## src/rtl/i2c_irq_pkg.sv

```systemverilog
// Package: bit positions and masks for the I2C flag/status word.
// Assumes a 16-bit status word; the positions are decoded by software.
package i2c_irq_pkg;

    localparam int STAT_W      = 16;

    localparam int BIT_TXE     = 0;
    localparam int BIT_TXIS    = 1;
    localparam int BIT_RXNE    = 2;
    localparam int BIT_ADDR    = 3;
    localparam int BIT_NACK    = 4;
    localparam int BIT_STOP    = 5;
    localparam int BIT_TC      = 6;
    localparam int BIT_TCR     = 7;
    localparam int BIT_BERR    = 8;
    localparam int BIT_ARLO    = 9;
    localparam int BIT_OVR     = 10;
    localparam int BIT_PEC     = 11;
    localparam int BIT_TOUT    = 12;
    localparam int BIT_ALERT   = 13;
    localparam int BIT_RSVD    = 14;
    localparam int BIT_BUSY    = 15;

    typedef logic [STAT_W-1:0] stat_vec_t;

    // Flags that only the flag-clear register can clear
    localparam stat_vec_t CLR_REG_MASK =
        stat_vec_t'((1 << BIT_ADDR) | (1 << BIT_NACK) | (1 << BIT_STOP) |
                    (1 << BIT_BERR) | (1 << BIT_ARLO) | (1 << BIT_OVR)  |
                    (1 << BIT_PEC)  | (1 << BIT_TOUT) | (1 << BIT_ALERT));

    // Value of the status word while disabled or in reset
    localparam stat_vec_t DISABLED_VAL = stat_vec_t'(1 << BIT_TXE);

endpackage

```

## src/rtl/i2c_irq_rules.sv

```systemverilog
// Module: i2c_irq_rules
// Turns the engine events and register strobes into one set vector and one
// clear vector, both aligned to the status bit positions. This module is
// purely combinational. Precedence between set and clear is applied in the
// flag cells.
module i2c_irq_rules
    import i2c_irq_pkg::*;
#(
    parameter int CNT_W = 8
) (
    input  logic             cfg_no_stretch,
    input  logic             cfg_reload,
    input  logic             cfg_autoend,
    input  logic             cfg_smb_host,
    input  logic             cfg_alert_en,
    input  logic             evt_tx_empty,
    input  logic             evt_tx_need,
    input  logic             evt_rx_byte,
    input  logic             evt_addr_hit,
    input  logic             evt_nack,
    input  logic             evt_stop_own,
    input  logic             evt_cnt_done,
    input  logic             evt_misplaced,
    input  logic             evt_arb_lost,
    input  logic             evt_overrun,
    input  logic             evt_pec_bad,
    input  logic             evt_timeout,
    input  logic             evt_alert_fall,
    input  logic             evt_start_seen,
    input  logic             evt_stop_seen,
    input  logic             txd_wr,
    input  logic             rxd_rd,
    input  logic             start_req,
    input  logic             stop_req,
    input  logic             cnt_wr,
    input  logic [CNT_W-1:0] cnt_val,
    input  logic             clr_wr,
    input  stat_vec_t        clr_data,
    input  logic             stat_wr,
    input  stat_vec_t        stat_data,
    output stat_vec_t        set_vec,
    output stat_vec_t        clr_vec
);

    stat_vec_t sw_req;
    logic      sw_unused;

    // Status write data, gated by the write strobe
    always_comb sw_req = stat_wr ? stat_data : '0;

    // Only bits 0 and 1 of a status write do anything
    assign sw_unused = ^sw_req[STAT_W-1:2];

    // Set sources for each flag
    always_comb begin
        set_vec              = '0;
        set_vec[BIT_TXE]     = evt_tx_empty | sw_req[BIT_TXE];
        set_vec[BIT_TXIS]    = evt_tx_need | (sw_req[BIT_TXIS] & cfg_no_stretch);
        set_vec[BIT_RXNE]    = evt_rx_byte;
        set_vec[BIT_ADDR]    = evt_addr_hit;
        set_vec[BIT_NACK]    = evt_nack;
        set_vec[BIT_STOP]    = evt_stop_own;
        set_vec[BIT_TC]      = evt_cnt_done & ~cfg_reload & ~cfg_autoend;
        set_vec[BIT_TCR]     = evt_cnt_done & cfg_reload;
        set_vec[BIT_BERR]    = evt_misplaced;
        set_vec[BIT_ARLO]    = evt_arb_lost;
        set_vec[BIT_OVR]     = evt_overrun;
        set_vec[BIT_PEC]     = evt_pec_bad;
        set_vec[BIT_TOUT]    = evt_timeout;
        set_vec[BIT_ALERT]   = evt_alert_fall & cfg_smb_host & cfg_alert_en;
        set_vec[BIT_BUSY]    = evt_start_seen;
    end

    // Clear sources: the clear register plus access-driven clears
    always_comb begin
        clr_vec            = clr_wr ? (clr_data & CLR_REG_MASK) : '0;
        clr_vec[BIT_TXE]   = txd_wr;
        clr_vec[BIT_TXIS]  = txd_wr;
        clr_vec[BIT_RXNE]  = rxd_rd;
        clr_vec[BIT_TC]    = start_req | stop_req;
        clr_vec[BIT_TCR]   = cnt_wr & (|cnt_val);
        clr_vec[BIT_BUSY]  = evt_stop_seen;
    end

endmodule

```

## src/rtl/i2c_irq_flag.sv

```systemverilog
// Module: i2c_irq_flag
// Holds one sticky status flag. While disabled or in reset the flag is
// forced to HOLD_VAL. Otherwise a set beats a clear in the same cycle.
// Assumes set and clr are single-cycle, synchronous strobes.
module i2c_irq_flag #(
    parameter logic HOLD_VAL = 1'b0
) (
    input  logic clk,
    input  logic rst_n,
    input  logic enable,
    input  logic set,
    input  logic clr,
    output logic q
);

    // Flag update: disabled hold, then set, then clear
    always_ff @(posedge clk) begin
        if (!rst_n)       q <= HOLD_VAL;
        else if (!enable) q <= HOLD_VAL;
        else if (set)     q <= 1'b1;
        else if (clr)     q <= 1'b0;
    end

    AST_SET_WINS: assert property (@(posedge clk) disable iff (!rst_n)
        (enable && set) |=> q);
    AST_HOLD_OFF: assert property (@(posedge clk) disable iff (!rst_n)
        !enable |=> (q == HOLD_VAL));
    AST_CLEAR_TAKES: assert property (@(posedge clk) disable iff (!rst_n)
        (enable && clr && !set) |=> !q);
    AST_IDLE_KEEPS: assert property (@(posedge clk) disable iff (!rst_n)
        (enable && !set && !clr) |=> $stable(q));

endmodule

```

## src/rtl/i2c_irq_combine.sv

```systemverilog
// Module: i2c_irq_combine
// Masks the status word with the per-bit enables and reduces it to one
// interrupt line. Combinational; bit positions match the status word.
module i2c_irq_combine
    import i2c_irq_pkg::*;
(
    input  stat_vec_t flags,
    input  stat_vec_t enables,
    output logic      irq
);

    // Any enabled flag raises the interrupt
    always_comb irq = |(flags & enables);

endmodule

```

## src/rtl/i2c_irq_status.sv

```systemverilog
// Module: i2c_irq_status (top)
// The flag and interrupt status register of an I2C/SMBus controller. It
// builds a flag cell for each implemented bit, ties the reserved bit to 0,
// and ties the SMBus-only bits to 0 when SMB_EN is 0. It also drives the
// transmit flush pulse and the combined interrupt. All inputs are assumed
// synchronous to clk.
module i2c_irq_status
    import i2c_irq_pkg::*;
#(
    parameter int CNT_W  = 8,
    parameter bit SMB_EN = 1'b1
) (
    input  logic             clk,
    input  logic             rst_n,
    input  logic             periph_en,
    input  logic             cfg_no_stretch,
    input  logic             cfg_reload,
    input  logic             cfg_autoend,
    input  logic             cfg_smb_host,
    input  logic             cfg_alert_en,
    input  logic             evt_tx_empty,
    input  logic             evt_tx_need,
    input  logic             evt_rx_byte,
    input  logic             evt_addr_hit,
    input  logic             evt_nack,
    input  logic             evt_stop_own,
    input  logic             evt_cnt_done,
    input  logic             evt_misplaced,
    input  logic             evt_arb_lost,
    input  logic             evt_overrun,
    input  logic             evt_pec_bad,
    input  logic             evt_timeout,
    input  logic             evt_alert_fall,
    input  logic             evt_start_seen,
    input  logic             evt_stop_seen,
    input  logic             txd_wr,
    input  logic             rxd_rd,
    input  logic             start_req,
    input  logic             stop_req,
    input  logic             cnt_wr,
    input  logic [CNT_W-1:0] cnt_val,
    input  logic             clr_wr,
    input  logic [15:0]      clr_data,
    input  logic             stat_wr,
    input  logic [15:0]      stat_data,
    input  logic [15:0]      irq_en,
    output logic [15:0]      status,
    output logic             irq,
    output logic             tx_flush
);

    stat_vec_t set_vec;
    stat_vec_t clr_vec;
    stat_vec_t flags;
    logic      lint_unused;

    i2c_irq_rules #(.CNT_W(CNT_W)) u_rules (
        .cfg_no_stretch (cfg_no_stretch),
        .cfg_reload     (cfg_reload),
        .cfg_autoend    (cfg_autoend),
        .cfg_smb_host   (cfg_smb_host),
        .cfg_alert_en   (cfg_alert_en),
        .evt_tx_empty   (evt_tx_empty),
        .evt_tx_need    (evt_tx_need),
        .evt_rx_byte    (evt_rx_byte),
        .evt_addr_hit   (evt_addr_hit),
        .evt_nack       (evt_nack),
        .evt_stop_own   (evt_stop_own),
        .evt_cnt_done   (evt_cnt_done),
        .evt_misplaced  (evt_misplaced),
        .evt_arb_lost   (evt_arb_lost),
        .evt_overrun    (evt_overrun),
        .evt_pec_bad    (evt_pec_bad),
        .evt_timeout    (evt_timeout),
        .evt_alert_fall (evt_alert_fall),
        .evt_start_seen (evt_start_seen),
        .evt_stop_seen  (evt_stop_seen),
        .txd_wr         (txd_wr),
        .rxd_rd         (rxd_rd),
        .start_req      (start_req),
        .stop_req       (stop_req),
        .cnt_wr         (cnt_wr),
        .cnt_val        (cnt_val),
        .clr_wr         (clr_wr),
        .clr_data       (clr_data),
        .stat_wr        (stat_wr),
        .stat_data      (stat_data),
        .set_vec        (set_vec),
        .clr_vec        (clr_vec)
    );

    // One flag cell per implemented bit; absent bits read 0
    for (genvar i = 0; i < STAT_W; i++) begin : g_bit
        if (i == BIT_RSVD ||
            (!SMB_EN && (i == BIT_PEC || i == BIT_TOUT || i == BIT_ALERT))) begin : g_zero
            assign flags[i] = 1'b0;
        end else begin : g_cell
            i2c_irq_flag #(.HOLD_VAL(DISABLED_VAL[i])) u_flag (
                .clk    (clk),
                .rst_n  (rst_n),
                .enable (periph_en),
                .set    (set_vec[i]),
                .clr    (clr_vec[i]),
                .q      (flags[i])
            );
        end
    end

    // Strobes feeding tied-off bits are intentionally dropped
    assign lint_unused = ^{set_vec[BIT_RSVD], clr_vec[BIT_RSVD],
                           set_vec[BIT_ALERT:BIT_PEC], clr_vec[BIT_ALERT:BIT_PEC]};

    // Status word drive
    assign status = flags;

    // Software flush of the transmit register
    assign tx_flush = periph_en & stat_wr & stat_data[BIT_TXE];

    i2c_irq_combine u_combine (
        .flags   (flags),
        .enables (irq_en),
        .irq     (irq)
    );

    AST_PE_OFF_STATE: assert property (@(posedge clk) disable iff (!rst_n)
        !periph_en |=> (status == 16'h0001));
    AST_TXIS_SW_BLOCKED: assert property (@(posedge clk) disable iff (!rst_n)
        (stat_wr && stat_data[1] && !cfg_no_stretch && !evt_tx_need && !status[1])
        |=> !status[1]);
    AST_RXNE_READ_CLEARS: assert property (@(posedge clk) disable iff (!rst_n)
        (periph_en && rxd_rd && !evt_rx_byte) |=> !status[2]);
    AST_ALERT_GATED: assert property (@(posedge clk) disable iff (!rst_n)
        ((!cfg_smb_host || !cfg_alert_en) && !status[13]) |=> !status[13]);
    AST_BUSY_START: assert property (@(posedge clk) disable iff (!rst_n)
        (periph_en && evt_start_seen) |=> status[15]);

endmodule

```

## config.mk

```make
export PLATFORM = sky130hd
export DESIGN_NAME = i2c_irq_status
export DESIGN_NICKNAME = d
export VERILOG_FILES = /design/src/rtl/i2c_irq_pkg.sv /design/src/rtl/i2c_irq_rules.sv /design/src/rtl/i2c_irq_flag.sv /design/src/rtl/i2c_irq_combine.sv /design/src/rtl/i2c_irq_status.sv
export SDC_FILE = /design/constraint.sdc
export NUM_CORES = 1
export LEC_CHECK = 0
export ABC_AREA = 1
export BUFFER_PORTS_ARGS = -buffer_cell sky130_fd_sc_hd__buf_2
export CELL_PAD_IN_SITES_DETAIL_PLACEMENT = 1
export CELL_PAD_IN_SITES_GLOBAL_PLACEMENT = 2
export CORE_MARGIN = 1.5
export CORE_UTILIZATION = 12
export CTS_CLUSTER_SIZE = 14
export DETAILED_ROUTE_END_ITERATION = 10
export HOLD_SLACK_MARGIN = 0.15
export PLACE_DENSITY_LB_ADDON = 0.1
export SLEW_MARGIN = 20
export SYNTH_ARGS = -nofsm -noshare
export SYNTH_HDL_FRONTEND = slang
export SYNTH_SLANG_ARGS = --single-unit
```

## constraint.sdc

```tcl
create_clock -name clk -period 1 [get_ports clk]
set_input_delay 0.2 -clock clk [delete_from_list [all_inputs] [get_ports clk]]
set_output_delay 0.2 -clock clk [all_outputs]
set_load 0.02 [all_outputs]
```

; ---- Word level (Yosys, flattened, before mapping)
; Index checks and enable logic that the tools add are counted.
; W data, S select, Z words.
[totals]
ff_bits = 15
input_bits = 86
output_inout_bits = 18
wordCells = 80
[op_classes]
mux = 30
n_bitwise = 17
n_reduce_logical = 18
[ops]
columns = op, n
row1 = $mux W1, 28
row2 = $reduce_bool A2 Y1, 14
row3 = $and A16 B16 Y16, 1
row4 = $reduce_or A16 Y1, 1
row5 = $mux W14, 1
row6 = $and A1 B1 Y1, 9
row7 = $reduce_or A8 Y1, 1
row8 = $not A1 Y1, 4
row9 = $or A1 B1 Y1, 3
row10 = $reduce_or A3 Y1, 1
row11 = $mux W2, 1
row12 = $reduce_and A2 Y1, 1

; ---- Depth between registers and ports, before layout
; Gate-level depths: netlist of run 1.
[logic_depth]
ltp_word = 4
mapped_depth = 5
mapped_depth_nobuf = 5

; ---- Modules after synthesis
; From an unflattened synthesis of run 1, not the netlist that was laid out.
[hier_totals]
cells_unflattened = 182
hier_area_um2 = 1087.3
[by_module_without_submodules]
columns = module, instances, cells_each, area_per_inst_um2, seq_area_each_um2
row1 = i2c_irq_flag (g_bit[10].g_cell.u_flag ...), 14, 6, 43.8, 20.0
row2 = i2c_irq_rules, 1, 52, 276.5, 0.0
row3 = i2c_irq_combine, 1, 35, 133.9, 0.0
row4 = i2c_irq_flag (g_bit[0].g_cell.u_flag), 1, 6, 38.8, 20.0
row5 = i2c_irq_status, 1, 5, 25.0, 0.0

; ---- Worst setup path after synthesis of run 1
; Ideal clock, no wire load.
[synth_timing]
path_kind = reg2out
startpoint = register g_bit[5].g_cell.u_flag.q
endpoint = output port irq
arrival_ns = 0.659
t_required_ns = 0.800
slack_ns = 0.141
stages_incl_launch_ff = 5
path_cell_list = dfxtp_1 > nand2_1 > nand4_1 > nor2_1 > nand2_1
[synth_between]
elab_chain_len = 2
[synth_lines]
columns = element, line
row1 = from (decl), i2c_irq_flag.sv:13  ; output logic q
row2 = from (signal assigned), i2c_irq_flag.sv:18  ; if (!rst_n) q <= HOLD_VAL;
row3 = from (signal assigned), i2c_irq_flag.sv:19  ; else if (!enable) q <= HOLD_VAL;
row4 = from (signal assigned), i2c_irq_flag.sv:20  ; else if (set) q <= 1'b1;
row5 = $and A16 B16 Y16, i2c_irq_combine.sv:13  ; always_comb irq = |(flags & enables);
row6 = $reduce_or A16 Y1, i2c_irq_combine.sv:13
row7 = to (decl), i2c_irq_status.sv:48  ; output logic irq,
; Every way passes these cells.

; ---- Worst setup path after layout of run 1
[layout_timing]
startpoint = register g_bit[3].g_cell.u_flag.q
endpoint = output port irq
[layout_between]
elab_chain_len = 2
[layout_lines]
columns = element, line
row1 = from (decl), i2c_irq_flag.sv:13
row2 = from (signal assigned), i2c_irq_flag.sv:18
row3 = from (signal assigned), i2c_irq_flag.sv:19
row4 = from (signal assigned), i2c_irq_flag.sv:20
row5 = $and A16 B16 Y16, i2c_irq_combine.sv:13
row6 = $reduce_or A16 Y1, i2c_irq_combine.sv:13
; Every way passes these cells.

==> flow_summary.json, run 1 <==
{
  "wl_per_cell_um": 9.79,
  "utilization_pct": 23.2,
  "min_path_type": "in -> reg",
  "synth-seq-cells": 15,
  "yosys.area.top_type": "dfxtp_1",
  "insertion_delay_ns": 0.24,
  "critPathCaptureType": "primary output",
  "status": "finished with violations",
  "finalPower_mw": 1.53,
  "power_density_mw_per_mm2": 1040,
  "num_rows": 29,
  "synth_cells": 114,
  "grt_pass1_wl_um": 4460,
  "grt_use_total_pct": 7.81,
  "setup_viol": 5,
  "grt-ovfl-total": 0,
  "area_delta_synth_final_pct": 88.0,
  "grtUsageMet2_pct": 12.8,
  "synth_ff_type": "dfxtp_1",
  "leakage_nw": 0.747,
  "grt_pass1_vias": 1063,
  "portBuffers": 80,
  "start_util_pct": 12.4,
  "syn_area_sq_um": 781,
  "ant_nets": 0,
  "die_h_um": 83.7,
  "r2r_slack_ns": 0.04,
  "synthTopCellsByCount": "nand2_1 (33), nor2_1 (18), buf_4 (16)",
  "synth-compound-area-share_pct": 10.7,
  "fp.dieW_um": 83.7,
  "syn_nets": 200,
  "routed_wl_um": 2670,
  "hpwlAfterDp_um": 2270,
  "critPathRequiredTime_ns": 0.80,
  "met3_usage_pct": 3.17,
  "num_vias": 1002,
  "grt_max_degree": 11,
  "violations": "negative setup slack",
  "finalHoldViolCount": 0,
  "n_antenna_cell": 0,
  "path_max_fanout": 2,
  "ys_seq_area_share_pct": 38.5,
  "r2r_cells": 3,
  "synthAdderAreaFrac_pct": 0,
  "rsz0062_at_grt": "yes",
  "cts.path.max_buffers": 2,
  "htree_levels": 1,
  "peakVddDrop_v": 0.000331,
  "whs_endpoint": "g_bit[9].g_cell.u_flag.q$_SDFFE_PN0P_",
  "yosys.area_share.simple_pct": 31.7,
  "core-area_sq_mm": 0.00631,
  "min-delay-start": "evt_arb_lost",
  "cts_root_buf": "clkbuf_8",
  "place.gp.congestion": 0.735,
  "async_flop_share_pct": 0,
  "netlist.area_leader.share_pct": 38.5,
  "synth_area_per_cell_sq_um": 6.85,
  "maxCapViolCount": 0,
  "top_regs": "g_bit.g_cell.u_flag.q: 15 flops",
  "clkTransAtPathRegs_ns": 0.06,
  "drive_gt1_share_pct": 57.7,
  "max_freq_mhz": 772,
  "slew_viol_final": 0,
  "cts_buffers": 3,
  "cp-start-kind": "flop",
  "ys_types": 13,
  "yosys-top-cells-area": "dfxtp_1 (38%), nand2_1 (16%), buf_4 (15%)",
  "final.setup.worst_slack_ns": -0.295,
  "muxShareOfSynthArea_pct": 0,
  "tritoncts": "done",
  "drt_iter0_drc": 14,
  "largest-register": "g_bit.g_cell.u_flag.q",
  "reg2reg_to": "g_bit[6].g_cell.u_flag.q$_SDFFE_PN0P_",
  "die_area_sq_mm": 0.00700,
  "synth_top_family_by_area": "simple AND/OR/NAND/NOR gates",
  "synth-edff-count": 0,
  "antenna_found_initial": 0,
  "cp.arrival_ns": 1.09,
  "vias_per_cell": 3.67,
  "fin_crit_sh_pct": 129,
  "yosysWarnings": 0,
  "drc_errors": 0,
  "cts.sinks": 15,
  "fin_skew_ns": 0,
  "global_route.usage.met1_pct": 9.25,
  "synthXorXnorAreaFrac_pct": 0,
  "fin_nets": 283,
  "final.min_clock_period_ns": 1.29,
  "timing.rr.start": "g_bit[6].g_cell.u_flag.q$_SDFFE_PN0P_",
  "grt.busiest_layer": "met2",
  "dr.pass1.iters": 2,
  "synth.most_common_cell": "nand2_1",
  "ios": 104,
  "critical_path_class": "reg -> out",
  "largest_reg_flops": 15,
  "min_delay_path_depth": 3
}
==> per-layer routing <==
metal	part of all wire, %	routed length, um	vias to the layer above
li1	-	-	511
met1	42	1120	437
met2	45	1200	52
met3	13	335	2
met4	0.56	15	0
met5	0	0	-
==> critical path, cell delays in order (launching register included) <==
cell and delay, ns:
dfxtp_2 0.33, nand2_1 0.05, nand4_1 0.12, nor2_2 0.15, nand2_1 0.08, buf_6 0.13
==> power breakdown <==
group          switching, mW  internal (mW)  total [mW]
sequential            0.0166          0.626       0.643
combinational          0.164          0.218       0.381
clock                  0.221          0.282       0.503
==> logic make-up (layout without fill, tap and decap cells) <==
kind of cell,count (synthesis),after routing
AOI/OAI and AO/OA,16,16
buffers and inverters,22,104
DFF,15,15
other,1,1
and+or+nand+nor,60,60
==> per-stage QoR <==
stage | hold WS, ns | cell area (sq um) | worst slack, ns | TNS (ns) | std cells
after floorplan | 0.302 | 781 | 0.141 | 0 | 114
after global placement | 0.401 | 1260 | -0.0608 | -0.0608 | 266
after detailed placement | 0.403 | 1260 | -0.0892 | -0.0892 | 266
after CTS | 0.157 | 1460 | -0.317 | -0.678 | 273
after global routing | 0.157 | 1470 | -0.372 | -0.811 | 273
final | 0.160 | 1470 | -0.295 | -0.422 | 273
==> how the worst max path moves through the flow <==
stage                                               start  end  slack, ns  cells after the start
floorplan           g_bit[5].g_cell.u_flag.q$_SDFFE_PN0P_  irq       0.14                      4
global placement                                irq_en[5]  irq      -0.06                      6
detailed placement                              irq_en[6]  irq      -0.09                      6
CTS                 g_bit[3].g_cell.u_flag.q$_SDFFE_PN0P_  irq      -0.32                      5
global route        g_bit[7].g_cell.u_flag.q$_SDFFE_PN0P_  irq      -0.37                      5
finish              g_bit[3].g_cell.u_flag.q$_SDFFE_PN0P_  irq      -0.29                      5
==> cells in the final DEF, fill, tap and decap left out <==
cell / synthesis / final
nand3_1: 4 / 4
buf_2: 2 / 65
or3b_1: 2 / 2
nand4_1: 3 / 3
nand2_1: 33 / 32
inv_1: 4 / 4
o21ai_0: 1 / 1
conb_1: 1 / 1
clkbuf_8: 0 / 3
a21oi_2: 1 / 1
nor2_1: 18 / 17
dfxtp_2: 0 / 12
nor2_2: 0 / 1
nand2_2: 0 / 1
buf_12: 0 / 1
dfxtp_1: 15 / 3
buf_4: 16 / 7
buf_6: 0 / 22
a21oi_1: 14 / 14
dlygate4sd3_1: 0 / 1
clkbuf_1: 0 / 1
==> repair_timing <==
action / in CTS / in global routing
setup buffers: 3 / 3
gates cloned: 0 / 0
endpoints found under the setup margin: 12 / 16
gates resized for setup: 46 / 8
endpoints found under the hold margin: 1 / 0
pin swaps: 4 / 1
hold buffers: 1 / 0
==> final cells by class <==
type                    count  area (sq um)
inverters                   4          15.0
well taps                  77          96.3
clock buffers               4          45.0
fillers                   796          4850
repair buffers             96           656
multi-input cells          77           340
flip-flops and latches     15           315
Power figures use the tool's default switching activity.
==> run 2, diff against run 1 <==
--- a/config.mk
+++ b/config.mk
@@ -14,8 +14,8 @@
 export CTS_CLUSTER_SIZE = 14
 export DETAILED_ROUTE_END_ITERATION = 10
 export HOLD_SLACK_MARGIN = 0.15
-export PLACE_DENSITY_LB_ADDON = 0.1
-export SLEW_MARGIN = 20
+export PLACE_DENSITY = 0.78
+export SLEW_MARGIN = 10
 export SYNTH_ARGS = -nofsm -noshare
 export SYNTH_HDL_FRONTEND = slang
 export SYNTH_SLANG_ARGS = --single-unit
==> run 2 against run 1 <==
Net effect:
- the flow still finishes with violations (negative setup slack)
- setup slack better by 0.013 ns
- sequential cell count unchanged
- clock skew unchanged
- wire length up 11%
- total power up 1.4%
- critical path depth unchanged
- via count up 2.0%
- sequential power about the same
- combinational power up 5%
- non-clock buffer count up 6
- count of clock-buffer cells in the layout unchanged
- critical endpoint unchanged
==> flow_summary.json, run 2 (synthesized netlist as in run 1, its figures left out) <==
{
  "status": "finished with violations",
  "violations": "negative setup slack",
  "cts_buffers": 3,
  "cp_slowest_cell": "dfxtp_2",
  "die_area_sq_mm": 0.00700,
  "setup_viol": 9,
  "drive_gt1_share_pct": 60.4,
  "routed_wl_um": 2970,
  "die_h_um": 83.7,
  "antenna_found_initial": 0,
  "core-area_sq_mm": 0.00631,
  "grt_use_total_pct": 8.66,
  "cp_common_cell": "nand2_1",
  "grt_pass1_wl_um": 4800,
  "timing.rr.start": "g_bit[6].g_cell.u_flag.q$_SDFFE_PN0P_",
  "cp.arrival_ns": 1.08,
  "critPathLaunch": "g_bit[7].g_cell.u_flag.q$_SDFFE_PN0P_",
  "largest-register": "g_bit.g_cell.u_flag.q",
  "internal-power_mw": 1.14,
  "crit_buf_inv": 1,
  "finalPower_mw": 1.55,
  "htree_levels": 1,
  "power.share.switching_pct": 26.6,
  "vias_per_cell": 3.66,
  "ios": 104,
  "leakage_nw": 0.780,
  "final.setup.worst_slack_ns": -0.282,
  "fin_crit_sh_pct": 128,
  "worstPathCellList": "nand2_1 -> nand4_1 -> nor2_2 -> nand2_1 -> buf_6",
  "crit_path_max_incr_delay_ns": 0.32,
  "cts.sinks": 15,
  "peakVddDrop_v": 0.000508,
  "drt_iter0_drc": 12,
  "min-delay-start": "evt_nack",
  "num_rows": 29,
  "insertion_delay_ns": 0.25,
  "place.gp.congestion": 0.665,
  "dr.pass1.iters": 2,
  "p_comb_share_pct": 25.8,
  "final_cell_mix": "buf_2 (65), nand2_1 (31), buf_6 (25), nor2_1 (17)",
  "crit_cells": 5,
  "ant_nets": 0,
  "top_regs": "g_bit.g_cell.u_flag.q: 15 flops",
  "cp_top_family": "simple AND/OR/NAND/NOR gates",
  "power_density_mw_per_mm2": 1020,
  "min_path_type": "in -> reg",
  "utilization_pct": 24.1,
  "path_max_fanout": 2,
  "portBuffers": 80,
  "critPathRequiredTime_ns": 0.80,
  "power_frac_clock_pct": 32.8,
  "n_antenna_cell": 0,
  "cts.path.max_buffers": 2,
  "r2r_cells": 4,
  "cp-start-kind": "flop",
  "fp.dieW_um": 83.7,
  "rsz0062_at_grt": "yes",
  "p_switching_mw": 0.411,
  "max_freq_mhz": 780,
  "grt_max_degree": 10,
  "finalHoldViolCount": 0,
  "critPathCaptureType": "primary output",
  "final.min_clock_period_ns": 1.28,
  "whs_ns": 0.158,
  "grt_pass1_vias": 1098,
  "start_util_pct": 12.4,
  "num_vias": 1022,
  "area_delta_synth_final_pct": 94.9,
  "cts_root_buf": "clkbuf_8",
  "fin_skew_ns": 0,
  "largest_reg_flops": 15,
  "critical_path_class": "reg -> out",
  "fin_nets": 289,
  "clkTransAtPathRegs_ns": 0.06,
  "min_delay_path_depth": 3,
  "p_seq_share_pct": 41.5,
  "layout_commonest_cell": "buf_2",
  "maxCapViolCount": 0,
  "hpwlAfterDp_um": 2380,
  "slew_viol_final": 0,
  "drc_errors": 0,
  "wl_per_cell_um": 10.6,
  "tritoncts": "done",
  "grt-ovfl-total": 0
}
-- run 2: cell types whose count changed in the layout (fill, tap and decap cells not counted), moves of 2 or more --
cell     before  now
buf_4         7   10
buf_6        22   25
dfxtp_1       3    1
dfxtp_2      12   14
-- run 2: tightest hold or removal path, stage by stage --
cell,delay (ns)
buf_2,0.08
a21oi_1,0.03
nor2_1,0.06
-- run 2: worst paths after layout --
check | endpoint | slack, ns
max | irq | -0.28
min | g_bit[4].g_cell.u_flag.q$_SDFFE_PN0P_ | 0.16
max reg2reg | g_bit[6].g_cell.u_flag.q$_SDFFE_PN0P_ | -0.07
min reg2reg | g_bit[11].g_cell.u_flag.q$_SDFFE_PN0P_ | 0.49
-- run 2: area by class of cell --
cell class,instances,area [sq um]
well taps,77,96.3
repair buffers,102,702
clock buffers,4,45.0
multi-input cells,77,345
fillers,834,4790
inverters,4,15.0
flip-flops and latches,15,318
-- run 2: metal layers --
layer / global-route usage, % / part of all wire [%] / vias to the layer above
met1: 9.40 / 40 / 449
met3: 3.17 / 7.7 / 2
met5: 0 / 0 / -
li1: - / - / 523
met4: 1.34 / 0.54 / 0
met2: 16.3 / 52 / 48
-- run 2: what timing repair did --
item                                    CTS  global route
hold buffers                              2             0
endpoints found under the setup margin   15            17
resized for setup                        44            18
setup buffers                             2             8
pin swaps                                 3             5
endpoints found under the hold margin     2             0
-- run 2: power groups by stage --
stage	Sequential, mW	Combinational, mW	Clock, mW
after global routing	0.645	0.446	0.579
after detailed placement	0.648	0.336	0
after global placement	0.647	0.330	0
final	0.642	0.399	0.507
after CTS	0.639	0.387	0.560
after floorplan	0.649	0.161	0
-- run 2: stage by stage --
stage | setup TNS (ns) | instances | cell area (sq um) | setup WS, ns
2_1_floorplan | 0 | 114 | 781 | 0.141
3_3_place_gp | -0.0551 | 268 | 1260 | -0.0551
3_5_place_dp | -0.0655 | 268 | 1260 | -0.0655
4_1_cts | -0.676 | 275 | 1450 | -0.317
5_1_grt | -1.23 | 279 | 1520 | -0.391
6_report | -0.631 | 279 | 1520 | -0.282
